<file path="config.mk">
export PLATFORM = sky130hd
export DESIGN_NAME = tod_calendar
export DESIGN_NICKNAME = d
export VERILOG_FILES = /design/src/rtl/tod_pkg.sv /design/src/rtl/tod_field.sv /design/src/rtl/tod_time_core.sv /design/src/rtl/tod_alarm_unit.sv /design/src/rtl/tod_irq_ctrl.sv /design/src/rtl/tod_calendar.sv
export SDC_FILE = /design/constraint.sdc
export NUM_CORES = 1
export LEC_CHECK = 0
export ABC_AREA = 1
export ABC_CLOCK_PERIOD_IN_PS = 2100
export BUFFER_PORTS_ARGS = -buffer_cell sky130_fd_sc_hd__buf_2
export CORE_MARGIN = 2
export CORE_UTILIZATION = 60
export DETAILED_ROUTE_END_ITERATION = 10
export GPL_TIMING_DRIVEN = 0
export PLACE_DENSITY = 0.9
export RECOVER_POWER = 50
export SLEW_MARGIN = 20
export SYNTH_ARGS = -nofsm -noshare
export SYNTH_HDL_FRONTEND = slang
export SYNTH_SLANG_ARGS = --single-unit
</file>
<file path="constraint.sdc">
create_clock -name clk -period 2.1 [get_ports clk]
set_input_delay 0.21 -clock clk [delete_from_list [all_inputs] [get_ports clk]]
set_output_delay 0.21 -clock clk [all_outputs]
set_load 0.02 [all_outputs]
</file>
<file path="src/rtl/tod_pkg.sv">
package tod_pkg;
  localparam logic [7:0] OFS_HM      = 8'h00;
  localparam logic [7:0] OFS_SEC     = 8'h04;
  localparam logic [7:0] OFS_ALM_HM  = 8'h08;
  localparam logic [7:0] OFS_ALM_SEC = 8'h0C;
  localparam logic [7:0] OFS_CTRL    = 8'h10;
  localparam logic [7:0] OFS_STS     = 8'h14;
  localparam logic [7:0] OFS_IEN     = 8'h18;
  localparam logic [7:0] OFS_DAY     = 8'h20;
  localparam logic [7:0] OFS_ALM_DAY = 8'h24;

  localparam int BIT_ALARM = 2;
  localparam int BIT_SEC   = 4;
  localparam int BIT_TAP0  = 7;
  localparam int N_TAPS    = 9;

  localparam logic [15:0] STS_IMPL = 16'hFF94;
endpackage

</file>
<file path="src/rtl/tod_field.sv">
module tod_field #(
  parameter int W     = 8,
  parameter int LIMIT = 60
) (
  input  logic         clk,
  input  logic         rst,
  input  logic         load,
  input  logic [W-1:0] load_val,
  input  logic         step,
  output logic [W-1:0] val,
  output logic         wrap
);
  localparam logic [W-1:0] LAST = W'(LIMIT - 1);

  assign wrap = step && (val >= LAST);

  always_ff @(posedge clk) begin
    if (rst)       val <= '0;
    else if (load) val <= load_val;
    else if (step) val <= wrap ? '0 : val + 1'b1;
  end
endmodule

</file>
<file path="src/rtl/tod_time_core.sv">
module tod_time_core #(
  parameter int DATA_W  = 16,
  parameter int DAY_W   = 16,
  parameter int FIELD_W = 8,
  parameter int SEC_LIM = 60,
  parameter int MIN_LIM = 60,
  parameter int HR_LIM  = 24
) (
  input  logic               clk,
  input  logic               rst,
  input  logic               step,
  input  logic               ld_hm,
  input  logic               ld_sec,
  input  logic               ld_day,
  input  logic [DATA_W-1:0]  wdata,
  output logic [FIELD_W-1:0] sec,
  output logic [FIELD_W-1:0] minute,
  output logic [FIELD_W-1:0] hour,
  output logic [DAY_W-1:0]   day
);
  logic sec_wrap, min_wrap, hr_wrap;

  tod_field #(.W(FIELD_W), .LIMIT(SEC_LIM)) u_sec (
    .clk(clk), .rst(rst), .load(ld_sec), .load_val(wdata[FIELD_W-1:0]),
    .step(step), .val(sec), .wrap(sec_wrap));

  tod_field #(.W(FIELD_W), .LIMIT(MIN_LIM)) u_min (
    .clk(clk), .rst(rst), .load(ld_hm), .load_val(wdata[FIELD_W-1:0]),
    .step(sec_wrap), .val(minute), .wrap(min_wrap));

  tod_field #(.W(FIELD_W), .LIMIT(HR_LIM)) u_hour (
    .clk(clk), .rst(rst), .load(ld_hm), .load_val(wdata[2*FIELD_W-1:FIELD_W]),
    .step(min_wrap), .val(hour), .wrap(hr_wrap));

  always_ff @(posedge clk) begin
    if (rst)          day <= '0;
    else if (ld_day)  day <= wdata[DAY_W-1:0];
    else if (hr_wrap) day <= day + 1'b1;
  end
endmodule

</file>
<file path="src/rtl/tod_alarm_unit.sv">
module tod_alarm_unit #(
  parameter int DATA_W  = 16,
  parameter int DAY_W   = 16,
  parameter int FIELD_W = 8
) (
  input  logic               clk,
  input  logic               rst,
  input  logic               run_en,
  input  logic               ld_hm,
  input  logic               ld_sec,
  input  logic               ld_day,
  input  logic [DATA_W-1:0]  wdata,
  input  logic [FIELD_W-1:0] cur_sec,
  input  logic [FIELD_W-1:0] cur_min,
  input  logic [FIELD_W-1:0] cur_hour,
  input  logic [DAY_W-1:0]   cur_day,
  output logic [FIELD_W-1:0] alm_sec,
  output logic [FIELD_W-1:0] alm_min,
  output logic [FIELD_W-1:0] alm_hour,
  output logic [DAY_W-1:0]   alm_day,
  output logic               hit
);
  logic match, match_q;

  always_ff @(posedge clk) begin
    if (rst) begin
      alm_sec  <= '0;
      alm_min  <= '0;
      alm_hour <= '0;
      alm_day  <= '0;
    end else begin
      if (ld_sec) alm_sec <= wdata[FIELD_W-1:0];
      if (ld_hm) begin
        alm_min  <= wdata[FIELD_W-1:0];
        alm_hour <= wdata[2*FIELD_W-1:FIELD_W];
      end
      if (ld_day) alm_day <= wdata[DAY_W-1:0];
    end
  end

  assign match = (cur_day == alm_day) && (cur_hour == alm_hour) &&
                 (cur_min == alm_min) && (cur_sec == alm_sec);

  always_ff @(posedge clk) begin
    if (rst) match_q <= 1'b0;
    else     match_q <= match;
  end

  assign hit = run_en && match && !match_q;
endmodule

</file>
<file path="src/rtl/tod_irq_ctrl.sv">
module tod_irq_ctrl #(
  parameter int                DATA_W = 16,
  parameter logic [DATA_W-1:0] IMPL   = 16'hFF94
) (
  input  logic              clk,
  input  logic              rst,
  input  logic [DATA_W-1:0] evt,
  input  logic              sts_wr,
  input  logic              ien_wr,
  input  logic [DATA_W-1:0] wdata,
  output logic [DATA_W-1:0] sts,
  output logic [DATA_W-1:0] ien,
  output logic              irq
);
  for (genvar i = 0; i < DATA_W; i++) begin : g_bit
    if (IMPL[i]) begin : g_impl
      always_ff @(posedge clk) begin
        if (rst) begin
          sts[i] <= 1'b0;
          ien[i] <= 1'b0;
        end else begin
          sts[i] <= evt[i] | (sts[i] & ~(sts_wr & wdata[i]));
          if (ien_wr) ien[i] <= wdata[i];
        end
      end
    end else begin : g_none
      assign sts[i] = 1'b0;
      assign ien[i] = 1'b0;
    end
  end

  always_ff @(posedge clk) begin
    if (rst) irq <= 1'b0;
    else     irq <= |(sts & ien);
  end
endmodule

</file>
<file path="src/rtl/tod_calendar.sv">
module tod_calendar
  import tod_pkg::*;
#(
  parameter int ADDR_W  = 8,
  parameter int DATA_W  = 16,
  parameter int DAY_W   = 16,
  parameter int SEC_LIM = 60,
  parameter int MIN_LIM = 60,
  parameter int HR_LIM  = 24
) (
  input  logic              clk,
  input  logic              rst,
  input  logic              bus_wen,
  input  logic              bus_ren,
  input  logic [ADDR_W-1:0] bus_addr,
  input  logic [DATA_W-1:0] bus_wdata,
  output logic [DATA_W-1:0] bus_rdata,
  input  logic              tick_1hz,
  input  logic [N_TAPS-1:0] tap_pulse,
  output logic              irq
);
  localparam int FIELD_W = DATA_W / 2;

  logic w_hm, w_sec, w_day, w_ahm, w_asec, w_aday, w_ctrl, w_sts, w_ien;
  logic run_en, time_wr, step_go, alarm_hit;
  logic [FIELD_W-1:0] sec_v, min_v, hour_v, asec_v, amin_v, ahour_v;
  logic [DAY_W-1:0]   day_v, aday_v;
  logic [DATA_W-1:0]  sts_v, ien_v, evt, rd_mux;

  assign w_hm   = bus_wen && (bus_addr == ADDR_W'(OFS_HM));
  assign w_sec  = bus_wen && (bus_addr == ADDR_W'(OFS_SEC));
  assign w_day  = bus_wen && (bus_addr == ADDR_W'(OFS_DAY));
  assign w_ahm  = bus_wen && (bus_addr == ADDR_W'(OFS_ALM_HM));
  assign w_asec = bus_wen && (bus_addr == ADDR_W'(OFS_ALM_SEC));
  assign w_aday = bus_wen && (bus_addr == ADDR_W'(OFS_ALM_DAY));
  assign w_ctrl = bus_wen && (bus_addr == ADDR_W'(OFS_CTRL));
  assign w_sts  = bus_wen && (bus_addr == ADDR_W'(OFS_STS));
  assign w_ien  = bus_wen && (bus_addr == ADDR_W'(OFS_IEN));

  always_ff @(posedge clk) begin
    if (rst)         run_en <= 1'b0;
    else if (w_ctrl) run_en <= bus_wdata[0];
  end

  assign time_wr = w_hm | w_sec | w_day;
  assign step_go = run_en && tick_1hz && !time_wr;

  tod_time_core #(
    .DATA_W(DATA_W), .DAY_W(DAY_W), .FIELD_W(FIELD_W),
    .SEC_LIM(SEC_LIM), .MIN_LIM(MIN_LIM), .HR_LIM(HR_LIM)
  ) u_core (
    .clk(clk), .rst(rst), .step(step_go),
    .ld_hm(w_hm), .ld_sec(w_sec), .ld_day(w_day), .wdata(bus_wdata),
    .sec(sec_v), .minute(min_v), .hour(hour_v), .day(day_v));

  tod_alarm_unit #(.DATA_W(DATA_W), .DAY_W(DAY_W), .FIELD_W(FIELD_W)) u_alarm (
    .clk(clk), .rst(rst), .run_en(run_en),
    .ld_hm(w_ahm), .ld_sec(w_asec), .ld_day(w_aday), .wdata(bus_wdata),
    .cur_sec(sec_v), .cur_min(min_v), .cur_hour(hour_v), .cur_day(day_v),
    .alm_sec(asec_v), .alm_min(amin_v), .alm_hour(ahour_v), .alm_day(aday_v),
    .hit(alarm_hit));

  always_comb begin
    evt = '0;
    evt[BIT_ALARM] = alarm_hit;
    evt[BIT_SEC]   = run_en && tick_1hz;
    for (int k = 0; k < N_TAPS; k++) evt[BIT_TAP0 + k] = run_en && tap_pulse[k];
  end

  tod_irq_ctrl #(.DATA_W(DATA_W), .IMPL(DATA_W'(STS_IMPL))) u_irq (
    .clk(clk), .rst(rst), .evt(evt), .sts_wr(w_sts), .ien_wr(w_ien),
    .wdata(bus_wdata), .sts(sts_v), .ien(ien_v), .irq(irq));

  always_comb begin
    rd_mux = '0;
    if (bus_addr == ADDR_W'(OFS_HM))           rd_mux = {hour_v, min_v};
    else if (bus_addr == ADDR_W'(OFS_SEC))     rd_mux = DATA_W'(sec_v);
    else if (bus_addr == ADDR_W'(OFS_ALM_HM))  rd_mux = {ahour_v, amin_v};
    else if (bus_addr == ADDR_W'(OFS_ALM_SEC)) rd_mux = DATA_W'(asec_v);
    else if (bus_addr == ADDR_W'(OFS_STS))     rd_mux = sts_v;
    else if (bus_addr == ADDR_W'(OFS_IEN))     rd_mux = ien_v;
    else if (bus_addr == ADDR_W'(OFS_DAY))     rd_mux = DATA_W'(day_v);
    else if (bus_addr == ADDR_W'(OFS_ALM_DAY)) rd_mux = DATA_W'(aday_v);
    if (!run_en) rd_mux = '0;
    if (bus_addr == ADDR_W'(OFS_CTRL)) rd_mux = DATA_W'(run_en);
  end

  always_ff @(posedge clk) begin
    if (rst)          bus_rdata <= '0;
    else if (bus_ren) bus_rdata <= rd_mux;
    else              bus_rdata <= '0;
  end
endmodule

</file>
==> flow_metrics.env, run 1 <==
export IMPL_clock_fmax_ghz=0.499
export IMPL_antenna_cells=0
export IMPL_crit_fanout=10
export IMPL_grtUsageTotal_pct=40.5
export IMPL_globalRouteOverflowTotal=0
export IMPL_syn_area_per_cell_um2=6.67
export IMPL_antenna_found_initial=0
export IMPL_wl_met3_mm=3.09
export IMPL_placed_area_mm2=0.00714
export IMPL_netlist_top_cells_count="217 x nand2_1, 136 x inv_1, 121 x dfxtp_1, 105 x nor2_1, 90 x o21ai_0"
export IMPL_clkTransAtPathRegs_ps=60
export IMPL_ant_nets=0
export IMPL_synth_area_mm2=0.00670
export IMPL_fin_crit_ps=2000
export IMPL_cts_buffers=17
export IMPL_ys_seq_elements=121
export IMPL_syn_nets=1046
export IMPL_grt_max_degree=17
export IMPL_synthCells=1004
export IMPL_cp_start_kind="flip-flop"
export IMPL_gp_congestion=1.03
export IMPL_cts_tree="yes"
export IMPL_yosysSeqAreaShare_pct=36.2
export IMPL_cts_path_max_buffers=2
export IMPL_min_period_over_period_pct=95.4
export IMPL_rsz0062_at_grt="no"
export IMPL_peakVddDrop_uv=634
export IMPL_wl_met2_mm=9.93
export IMPL_dp_cells=1198
export IMPL_clock_latency_ps=540
export IMPL_route_final_wire_length_mm=23.2
export IMPL_power_density_mw_per_mm2=673
export IMPL_ys_flop_type="dfxtp_1"
export IMPL_grt_pass1_wl_mm=36.1
export IMPL_drt_iter0_drc=951
export IMPL_drc_errors=0
export IMPL_vias_per_cell=6.03
export IMPL_yosys_warnings=0
export IMPL_die_w_um=110
export IMPL_worst_ep_arrival_time_ps=2420
export IMPL_drive_above_1_share_pct=10.0
export IMPL_ys_async_sr_fraction_pct=0
export IMPL_fill_cells=929
export IMPL_synthTopCellsByArea="dfxtp_1 36%, nand2_1 12%, inv_1 7.6%"
export IMPL_final_hold_viol_count=0
export IMPL_cts_num_sinks=121
export IMPL_drt_wirelength_per_cell_um=18.7
export IMPL_path_class="reg2reg"
export IMPL_dr_max_layer_used="met4"
export IMPL_ios=55
export IMPL_finalSetupViolations=0
export IMPL_preCtsSetupSlack_ps=-138
export IMPL_setup_ws_ps=97.0
export IMPL_critPathCaptureType="flip-flop"
export IMPL_hp_class="in2reg"
export IMPL_coreArea_mm2=0.0109
export IMPL_finalSetupTns_ps=0
export IMPL_yosysTopAreaCell="dfxtp_1"
export IMPL_fin_nets=1133
export IMPL_worstMarginPinSlew_ps=868
export IMPL_required_ps=2520
export IMPL_die_area_mm2=0.0120
export IMPL_slew_headroom_pct=42.2
export IMPL_finClkSkew_ps=12.6
export IMPL_cts_root_buf="clkbuf_8"
export IMPL_dpl_hpwl_mm=16.8
export IMPL_outcome="finished, final reports clean"
export IMPL_area_delta_synth_final_pct=16.4
export IMPL_grt_pass1_vias=6846
export IMPL_synth_top_area_share_pct=36.2
export IMPL_final_cells=1240
export IMPL_fp_dieH_um=110
export IMPL_yosys_cell_types_count=45
export IMPL_stdcell_area_mm2=0.00780
export IMPL_cap_violations=0
export IMPL_wl_met1_mm=8.91
export IMPL_synth_most_common_cell="nand2_1"
export IMPL_firstDrtPassIters=6
export IMPL_fin_hold_ws_ps=19.2
export IMPL_synth_edf_count=0
export IMPL_vias=7480
export IMPL_rows=38
export IMPL_p_leak_nw=3.34
export IMPL_start_util_pct=61.5
export IMPL_p_total_mw=5.25
export IMPL_port_buffers=54
export IMPL_finalMaxSlewViolations=0
export IMPL_htreeDepth=4
export IMPL_utilization_pct=71.6
[final timing paths]
kind	slack, ps	depth (start not counted)	endpoint	startpoint
worst max-delay path	100	10	u_core.day[11]	u_core.u_min.val[0]
worst min-delay path	20	3	u_core.u_hour.val[7]	bus_wdata[15]
worst max register to register	100	10	u_core.day[11]	u_core.u_min.val[0]
worst min register to register	460	2	u_core.u_sec.val[7]	u_core.u_sec.val[7]
[cells by family after synthesis]
| group | count (synthesis) | synth area share [%] |
|---|---|---|
| AND/OR/NAND/NOR | 455 | 30.3 |
| AO/OA/AOI/OAI | 217 | 18.5 |
| buffers and inverters | 176 | 10.3 |
| flip-flops | 121 | 36.2 |
| XOR/XNOR | 31 | 4.05 |
| adder cells (fa/ha/maj) | 4 | 0.747 |
[cells in the final DEF, fill, tap and decap left out, types with 7 or more instances in the layout]
cell           netlist  final
dfxtp_1            121    120
o21ai_0             90     90
nand2_1            217    219
xor2_1              22     22
xnor2_1              9      9
buf_2                8     42
clkbuf_1            25     49
o2111ai_1            7      7
nand2_2              9      8
nor2_1             105    104
nand3_1             70     71
clkbuf_16            0     16
nand4_1             13     13
inv_1              136    136
a32o_1               8      8
dlygate4sd3_1        0     12
o22ai_1             20     20
nor3_1              12     11
a21oi_1             70     70
[where the power goes]
group          internal [mW]  leakage (nW)  switching [mW]
registers               2.30         0.975         0.00417
clock network           1.70         0.266            1.00
logic                 0.0700          2.10           0.170
total                   4.07          3.34            1.18
[timing repair]
item | 4_1_cts | 5_1_grt
gates resized for setup | 2 | 6
hold endpoints to repair | 12 | 0
endpoints found under the setup margin | 11 | 16
setup buffers | 0 | 2
hold buffers | 12 | 0
pin swaps | 0 | 1
cloned | 0 | 0
[flip-flops by register name, summed over array words and instances (netlist names)]
register           flops
bus_rdata             16
u_irq.sts             11
u_alarm.alm_sec        8
u_core.u_sec.val       8
u_irq.irq              1
u_core.u_min.val       8
run_en                 1
u_alarm.alm_day       16
u_alarm.alm_hour       8
u_core.u_hour.val      8
u_alarm.match_q        1
u_irq.ien             11
u_alarm.alm_min        8
u_core.day            16
[layout make-up]
class / count / area [µm²] / share of cell area, %
buffer: 36 / 163 / 2.09
tap: 140 / 175 / 2.25
timing repair buffer: 68 / 382 / 4.89
clock inverter: 3 / 40.0 / 0.513
sequential: 121 / 2420 / 31.1
inverter: 140 / 526 / 6.74
multi-input combinational: 707 / 3600 / 46.1
clock buffer: 25 / 494 / 6.34
[worst max-delay path, stage by stage, from the launching register on]
cell and delay (ps):
dfxtp_1 380, ha_1 240, nor2_1 140, nor2_1 90, nor3_4 220, inv_1 160, nand4_4 200, nand2_4 110
buf_8 170, nor2_1 120, nor3_2 40
[routing by layer]
metal	vias up	global-route usage, %
li1	3460	-
met1	3358	53.0
met2	552	61.2
met3	110	11.2
met4	0	20.4
met5	-	0
Power figures use the tool's default switching activity.
==> run 2: changes to the inputs <==
Settings changed: ABC_AREA 1 to default.
==> run 2 against run 1 <==
Compared with the run above: the flow now finishes with violations (hold timing); first-iteration DRC count rose by 9.1%; clock power rose by 20%; fmax decreased by 2.9%; clock-buffer cell count decreased by 7; die area decreased by 2.6%; setup slack lost 59 ps; synthesized cell count is 21% lower; register-to-register slack worse by 60 ps; critical path type unchanged; highest routed layer unchanged.
==> flow_metrics.env, run 2 <==
export IMPL_p_leak_nw=2.85
export IMPL_worst_ep_arrival_time_ps=2520
export IMPL_finClkSkew_ps=13.9
export IMPL_synth_most_common_cell="dfxtp_1"
export IMPL_fin_hold_ws_ps=-11.1
export IMPL_clock_fmax_ghz=0.485
export IMPL_clock_latency_ps=560
export IMPL_grt_max_degree=17
export IMPL_firstDrtPassIters=9
export IMPL_yosys_warnings=0
export IMPL_synth_edf_count=0
export IMPL_synthCells=794
export IMPL_reg2reg_from="u_core.u_hour.val[1]"
export IMPL_die_w_um=108
export IMPL_cts_buffers=17
export IMPL_ys_flop_type="dfxtp_1"
export IMPL_ys_async_sr_fraction_pct=0
export IMPL_fp_dieH_um=108
export IMPL_drive_above_1_share_pct=15.4
export IMPL_grt_pass1_vias=6763
export IMPL_hp_class="in2reg"
export IMPL_fin_crit_ps=2060
export IMPL_area_delta_synth_final_pct=21.6
export IMPL_cts_tree="yes"
export IMPL_violations="hold timing"
export IMPL_htreeDepth=4
export IMPL_ios=55
export IMPL_finalSetupTns_ps=0
export IMPL_stdcell_area_mm2=0.00792
export IMPL_final_hold_viol_count=1
export IMPL_coreArea_mm2=0.0107
export IMPL_rows=38
export IMPL_utilization_pct=74.1
export IMPL_yosysTopAreaCell="dfxtp_1"
export IMPL_port_buffers=46
export IMPL_gp_congestion=0.996
export IMPL_vias=7353
export IMPL_critPathCaptureType="flip-flop"
export IMPL_synth_top_area_share_pct=37.2
export IMPL_cap_violations=0
export IMPL_outcome="finished, violations left"
export IMPL_worstMarginPinSlew_ps=907
export IMPL_vias_per_cell=7.08
export IMPL_drt_iter0_drc=1038
export IMPL_syn_area_per_cell_um2=8.21
export IMPL_ys_seq_elements=121
export IMPL_cts_root_buf="clkbuf_8"
export IMPL_finalSetupViolations=0
export IMPL_start_util_pct=60.9
export IMPL_ant_nets=0
export IMPL_clkTransAtPathRegs_ps=60
export IMPL_syn_nets=836
export IMPL_cts_num_sinks=121
export IMPL_cp_start_kind="flip-flop"
export IMPL_cts_path_max_buffers=2
export IMPL_crit_fanout=6
export IMPL_finalMaxSlewViolations=0
export IMPL_yosys_cell_types_count=69
export IMPL_drt_wirelength_per_cell_um=24.2
export IMPL_power_density_mw_per_mm2=743
export IMPL_grt_pass1_wl_mm=37.9
export IMPL_yosysSeqAreaShare_pct=37.2
export IMPL_mostFrequentLayoutCell="dfxtp_1"
export IMPL_die_area_mm2=0.0117
export IMPL_synthTopCellsByArea="dfxtp_1 37%, nand2_1 6.0%, a21oi_1 4.6%"
export IMPL_antenna_found_initial=0
export IMPL_placed_area_mm2=0.00692
export IMPL_slew_headroom_pct=38.7
export IMPL_dpl_hpwl_mm=16.2
export IMPL_hp_start="tick_1hz"
export IMPL_min_period_over_period_pct=98.2
export IMPL_holdPathEnd="u_irq.sts[4]"
export IMPL_layout_common_cells="112 x dfxtp_1, 102 x nand2_1, 68 x nor2_1, 60 x a21oi_1, 57 x nand3_1"
export IMPL_netlist_top_cells_count="121 x dfxtp_1, 104 x nand2_1, 69 x nor2_1, 60 x a21oi_1, 57 x nand3_1"
export IMPL_reg_top3="bus_rdata x16, u_alarm.alm_day x16, u_core.day x16"
export IMPL_required_ps=2560
export IMPL_path_class="reg2reg"
export IMPL_antenna_cells=0
export IMPL_cp_slowest_cell="or4_1"
export IMPL_grtUsageTotal_pct=43.5
export IMPL_fin_nets=928
export IMPL_reg2reg_depth=7
export IMPL_worst_hold_path_num_cells=3
export IMPL_drc_errors=0
export IMPL_slowest_delay_ps=510
export IMPL_r2r_setup_slack_ps=40
export IMPL_peakVddDrop_uv=697
export IMPL_timing_rr_end="u_core.day[12]"
export IMPL_globalRouteOverflowTotal=0
export IMPL_synth_area_mm2=0.00652
export IMPL_route_final_wire_length_mm=25.2
export IMPL_crit_chain="ha_4 > a21oi_1 > o21ai_2 > nand4_1 > buf_6 > or4_1 > a311oi_1"
-- run 2: worst max-delay path by stage --
stage	from	endpoint	slack, ps	depth (start not counted)
floorplan	u_core.u_hour.val[0]	u_core.day[3]	50	7
global placement	u_core.u_hour.val[0]	u_core.day[15]	-470	6
detailed placement	u_core.u_hour.val[0]	u_core.day[12]	-520	6
CTS	u_core.u_sec.val[0]	u_core.day[12]	6	7
global route	u_core.u_min.val[4]	u_core.day[12]	-20	6
finish	u_core.u_hour.val[1]	u_core.day[12]	40	7
-- run 2: critical path, delay by kind of cell (launching register included) --
family	cells	cell delay, ps
adders and majority gates	1	150
DFF	1	390
AOI/OAI and AO/OA	3	570
and+or+nand+nor	2	670
buffers and inverters	1	190
-- run 2: routing by layer --
metal  part of all wire, %  up-vias  global-route usage (%)
met5                     0        -                       0
met4                   6.1        0                    24.9
met3                    14      160                    11.8
met2                    44      649                    65.5
met1                    36     3420                    56.0
li1                      -     3124                       -
-- run 2: cell families after synthesis --
kind of cell             Yosys count  synth area share, %
flip-flops                       121                 37.2
XOR/XNOR                          37                 4.97
AO/OA/AOI/OAI                    207                 22.7
AND/OR/NAND/NOR                  320                 24.7
multiplexers                      29                 4.57
buffers and inverters             76                 5.07
adder cells (fa/ha/maj)            4                0.768
-- run 2: final cells by class --
type | count | area, µm²
multi-input combinational | 597 | 3860
clock buffer | 18 | 428
clock inverter | 14 | 221
fill | 791 | 2770
sequential | 121 | 2450
buffer | 58 | 268
inverter | 17 | 63.8
timing repair buffer | 74 | 463
tap | 140 | 175
-- run 2: metrics by stage --
stage	setup WS [ps]	total power, mW	cells
after floorplan	54.5	2.51	794
after global placement	-474	2.64	980
after detailed placement	-521	2.64	980
after CTS	5.75	5.83	1034
after global routing	-15.8	5.97	1039
final	38.1	5.89	1039
-- run 2: what timing repair did --
| action | 4_1_cts | 5_1_grt |
|---|---|---|
| resized for setup | 17 | 22 |
| hold endpoints to repair | 21 | 0 |
| pin swaps | 4 | 6 |
| gates cloned | 0 | 0 |
| setup buffers | 6 | 6 |
| hold buffers | 16 | 0 |
| endpoints found under the setup margin | 19 | 17 |
-- run 2: where the power goes --
group          switching, mW  leakage [nW]  internal, mW
registers            0.00621         0.981          2.30
clock network           1.16         0.301          2.09
logic                  0.237          1.57        0.0985
==> run 3: changes to the inputs <==
--- a/config.mk
+++ b/config.mk
@@ -8,10 +8,13 @@
 export ABC_CLOCK_PERIOD_IN_PS = 2100
 export BUFFER_PORTS_ARGS = -buffer_cell sky130_fd_sc_hd__buf_2
+export CELL_PAD_IN_SITES_DETAIL_PLACEMENT = 1
+export CELL_PAD_IN_SITES_GLOBAL_PLACEMENT = 1
 export CORE_MARGIN = 2
-export CORE_UTILIZATION = 60
+export CORE_UTILIZATION = 45
 export DETAILED_ROUTE_END_ITERATION = 10
 export GPL_TIMING_DRIVEN = 0
 export PLACE_DENSITY = 0.9
 export RECOVER_POWER = 50
+export SETUP_SLACK_MARGIN = 0.15
 export SLEW_MARGIN = 20
 export SYNTH_ARGS = -nofsm -noshare
==> constraint.sdc (replaced) <==
create_clock -name clk -period 2.1 [get_ports clk]
set_input_delay 0.315 -clock clk [delete_from_list [all_inputs] [get_ports clk]]
set_output_delay 0.315 -clock clk [all_outputs]
set_load 0.02 [all_outputs]
==> run 3 against run 2 <==
Compared with the run above: the flow now finishes without violations; via count is 3.0% lower; sequential share of layout area is 0.50 points lower; wire length is 11% higher; clock power is 6% lower; critical endpoint is now u_core.u_hour.val[3]; largest cell class unchanged; largest power group unchanged.
==> flow_metrics.env, run 3 (synthesis gave the netlist of run 2 again) <==
export IMPL_grt_pass1_vias=7303
export IMPL_worst_ep_arrival_time_ps=2410
export IMPL_drt_wirelength_per_cell_um=25.9
export IMPL_grt_max_degree=17
export IMPL_critPathCaptureType="flip-flop"
export IMPL_postCtsHoldBufs=0
export IMPL_path_class="in2reg"
export IMPL_drive_above_1_share_pct=19.9
export IMPL_slew_headroom_pct=42.5
export IMPL_cts_num_sinks=121
export IMPL_hp_class="in2reg"
export IMPL_outcome="finished, final reports clean"
export IMPL_fin_crit_ps=2070
export IMPL_cap_violations=0
export IMPL_worstMarginPinSlew_ps=862
export IMPL_die_w_um=124
export IMPL_cp_start_kind="primary input"
export IMPL_crit_chain="buf_2 > or4_1 > clkbuf_2 > nor3_1 > buf_2 > a21oi_1 > a211oi_1"
export IMPL_fin_nets=930
export IMPL_seq_power_share_pct=40.4
export IMPL_wl_met1_mm=10.9
export IMPL_ant_nets=0
export IMPL_cp_slowest_cell="or4_1"
export IMPL_wl_met3_mm=2.64
export IMPL_crit_buf_inv=3
export IMPL_dr_max_layer_used="met4"
export IMPL_p_leak_nw=2.95
export IMPL_fill_cells=1720
export IMPL_utilization_pct=57.8
export IMPL_finalMaxSlewViolations=0
export IMPL_die_area_mm2=0.0155
export IMPL_clock_latency_ps=440
export IMPL_fp_dieH_um=124
export IMPL_cp_common_cell="buf_2"
export IMPL_grt_pass1_wl_mm=42.0
export IMPL_dpl_hpwl_mm=18.8
export IMPL_clkTransAtPathRegs_ps=60
export IMPL_cts_buffers=17
export IMPL_power_frac_comb_pct=5.9
export IMPL_final_hold_viol_count=0
export IMPL_final_cells=1080
export IMPL_area_delta_synth_final_pct=24.0
export IMPL_p_sw_share_pct=24.1
export IMPL_critical_path_top_delay_family="simple AND/OR/NAND/NOR gates"
export IMPL_cts_path_max_buffers=2
export IMPL_cts_root_buf="clkbuf_16"
export IMPL_rows=43
export IMPL_coreArea_mm2=0.0140
export IMPL_antenna_cells=0
export IMPL_rsz0062_at_grt="yes"
export IMPL_globalRouteOverflowTotal=0
export IMPL_slowest_delay_ps=530
export IMPL_mostFrequentLayoutCell="dfxtp_1"
export IMPL_finalSetupViolations=0
export IMPL_layout_common_cells="107 x dfxtp_1, 101 x nand2_1, 63 x nor2_1, 60 x a21oi_1, 55 x nand3_1"
export IMPL_htreeDepth=4
export IMPL_power_density_mw_per_mm2=707
export IMPL_port_buffers=46
export IMPL_start_util_pct=46.6
export IMPL_min_period_over_period_pct=98.4
export IMPL_wl_met2_mm=13.1
export IMPL_clock_fmax_ghz=0.484
export IMPL_finalSetupTns_ps=0
export IMPL_dp_cells=1020
export IMPL_power_switching_mw=1.38
export IMPL_firstDrtPassIters=6
export IMPL_ios=55
export IMPL_antenna_found_initial=0
export IMPL_route_final_wire_length_mm=28.0
export IMPL_multi_input_area_mm2=0.00399
export IMPL_drc_errors=0
export IMPL_p_int_mw=4.33
export IMPL_vias_per_cell=6.60
export IMPL_drt_iter0_drc=779
export IMPL_required_ps=2450
export IMPL_finClkSkew_ps=10.4
export IMPL_cts_tree="yes"
export IMPL_grtUsageTotal_pct=35.0
export IMPL_seqCellArea_mm2=0.00245
export IMPL_crit_fanout=10
export IMPL_vias=7132
export IMPL_reg_top3="bus_rdata x16, u_alarm.alm_day x16, u_core.day x16"
export IMPL_gp_congestion=0.976
export IMPL_peakVddDrop_uv=526
export IMPL_clkPwrFrac_pct=53.8
-- run 3: changes by cell type in the layout (fill, tap and decap cells not counted), sizes merged --
cell,change
clkbuf,+9
buf,+15
clkinvlp,-4
inv,-1
dlygate4sd3,-16
bufinv,-2
-- run 3: through the flow --
stage	power [mW]	setup slack (ps)	hold WS, ps	cell area (µm²)
6_report	5.71	34.2	141	8080
5_1_grt	5.80	-25.0	157	8080
4_1_cts	5.66	78.3	146	7870
3_5_place_dp	2.66	-463	471	7000
3_3_place_gp	2.66	-415	461	7000
2_1_floorplan	2.51	172	444	6540
-- run 3: metal layers --
metal | vias to the layer above | track usage (%)
li1 | 3128 | -
met1 | 3457 | 43.7
met2 | 434 | 56.3
met3 | 113 | 8.72
met4 | 0 | 17.0
met5 | - | 0
-- run 3: worst reg2reg max path: cells and delay by family, from the launching register on --
kind | cells | cell delay (ps)
compound gates | 4 | 710
buf+inv | 2 | 420
flops | 1 | 370
simple gates | 1 | 300
fa+ha+maj | 1 | 140
-- run 3: what timing repair did --
item	CTS	global route
endpoints found under the setup margin	62	61
setup buffers	14	15
gates resized for setup	41	47
pin swaps	8	16
-- run 3: final cells by class --
cell class | count | area share, %
clock buffers | 24 | 5.96
flip-flops and latches | 121 | 30.4
multi-input cells | 597 | 49.3
clock inverters | 7 | 1.44
well taps | 180 | 2.79
plain buffers | 59 | 3.84
repair buffers | 75 | 5.49
inverters | 17 | 0.789
-- run 3: worst paths after layout --
check,from,to,slack [ps],cells after the start
max reg2reg,u_core.u_hour.val[1],u_core.day[5],50,8
min,tap_pulse[1],u_irq.sts[8],140,3
min reg2reg,u_irq.ien[11],u_irq.ien[11],480,2
max,bus_addr[1],u_core.u_hour.val[3],30,7
-- run 3: power by group through the flow --
stage / logic [mW] / registers, mW / clock network, mW
detailed placement: 0.298 / 2.36 / 0
floorplan: 0.152 / 2.36 / 0
CTS: 0.308 / 2.30 / 3.05
global placement: 0.295 / 2.36 / 0
global route: 0.343 / 2.30 / 3.15
finish: 0.335 / 2.31 / 3.07
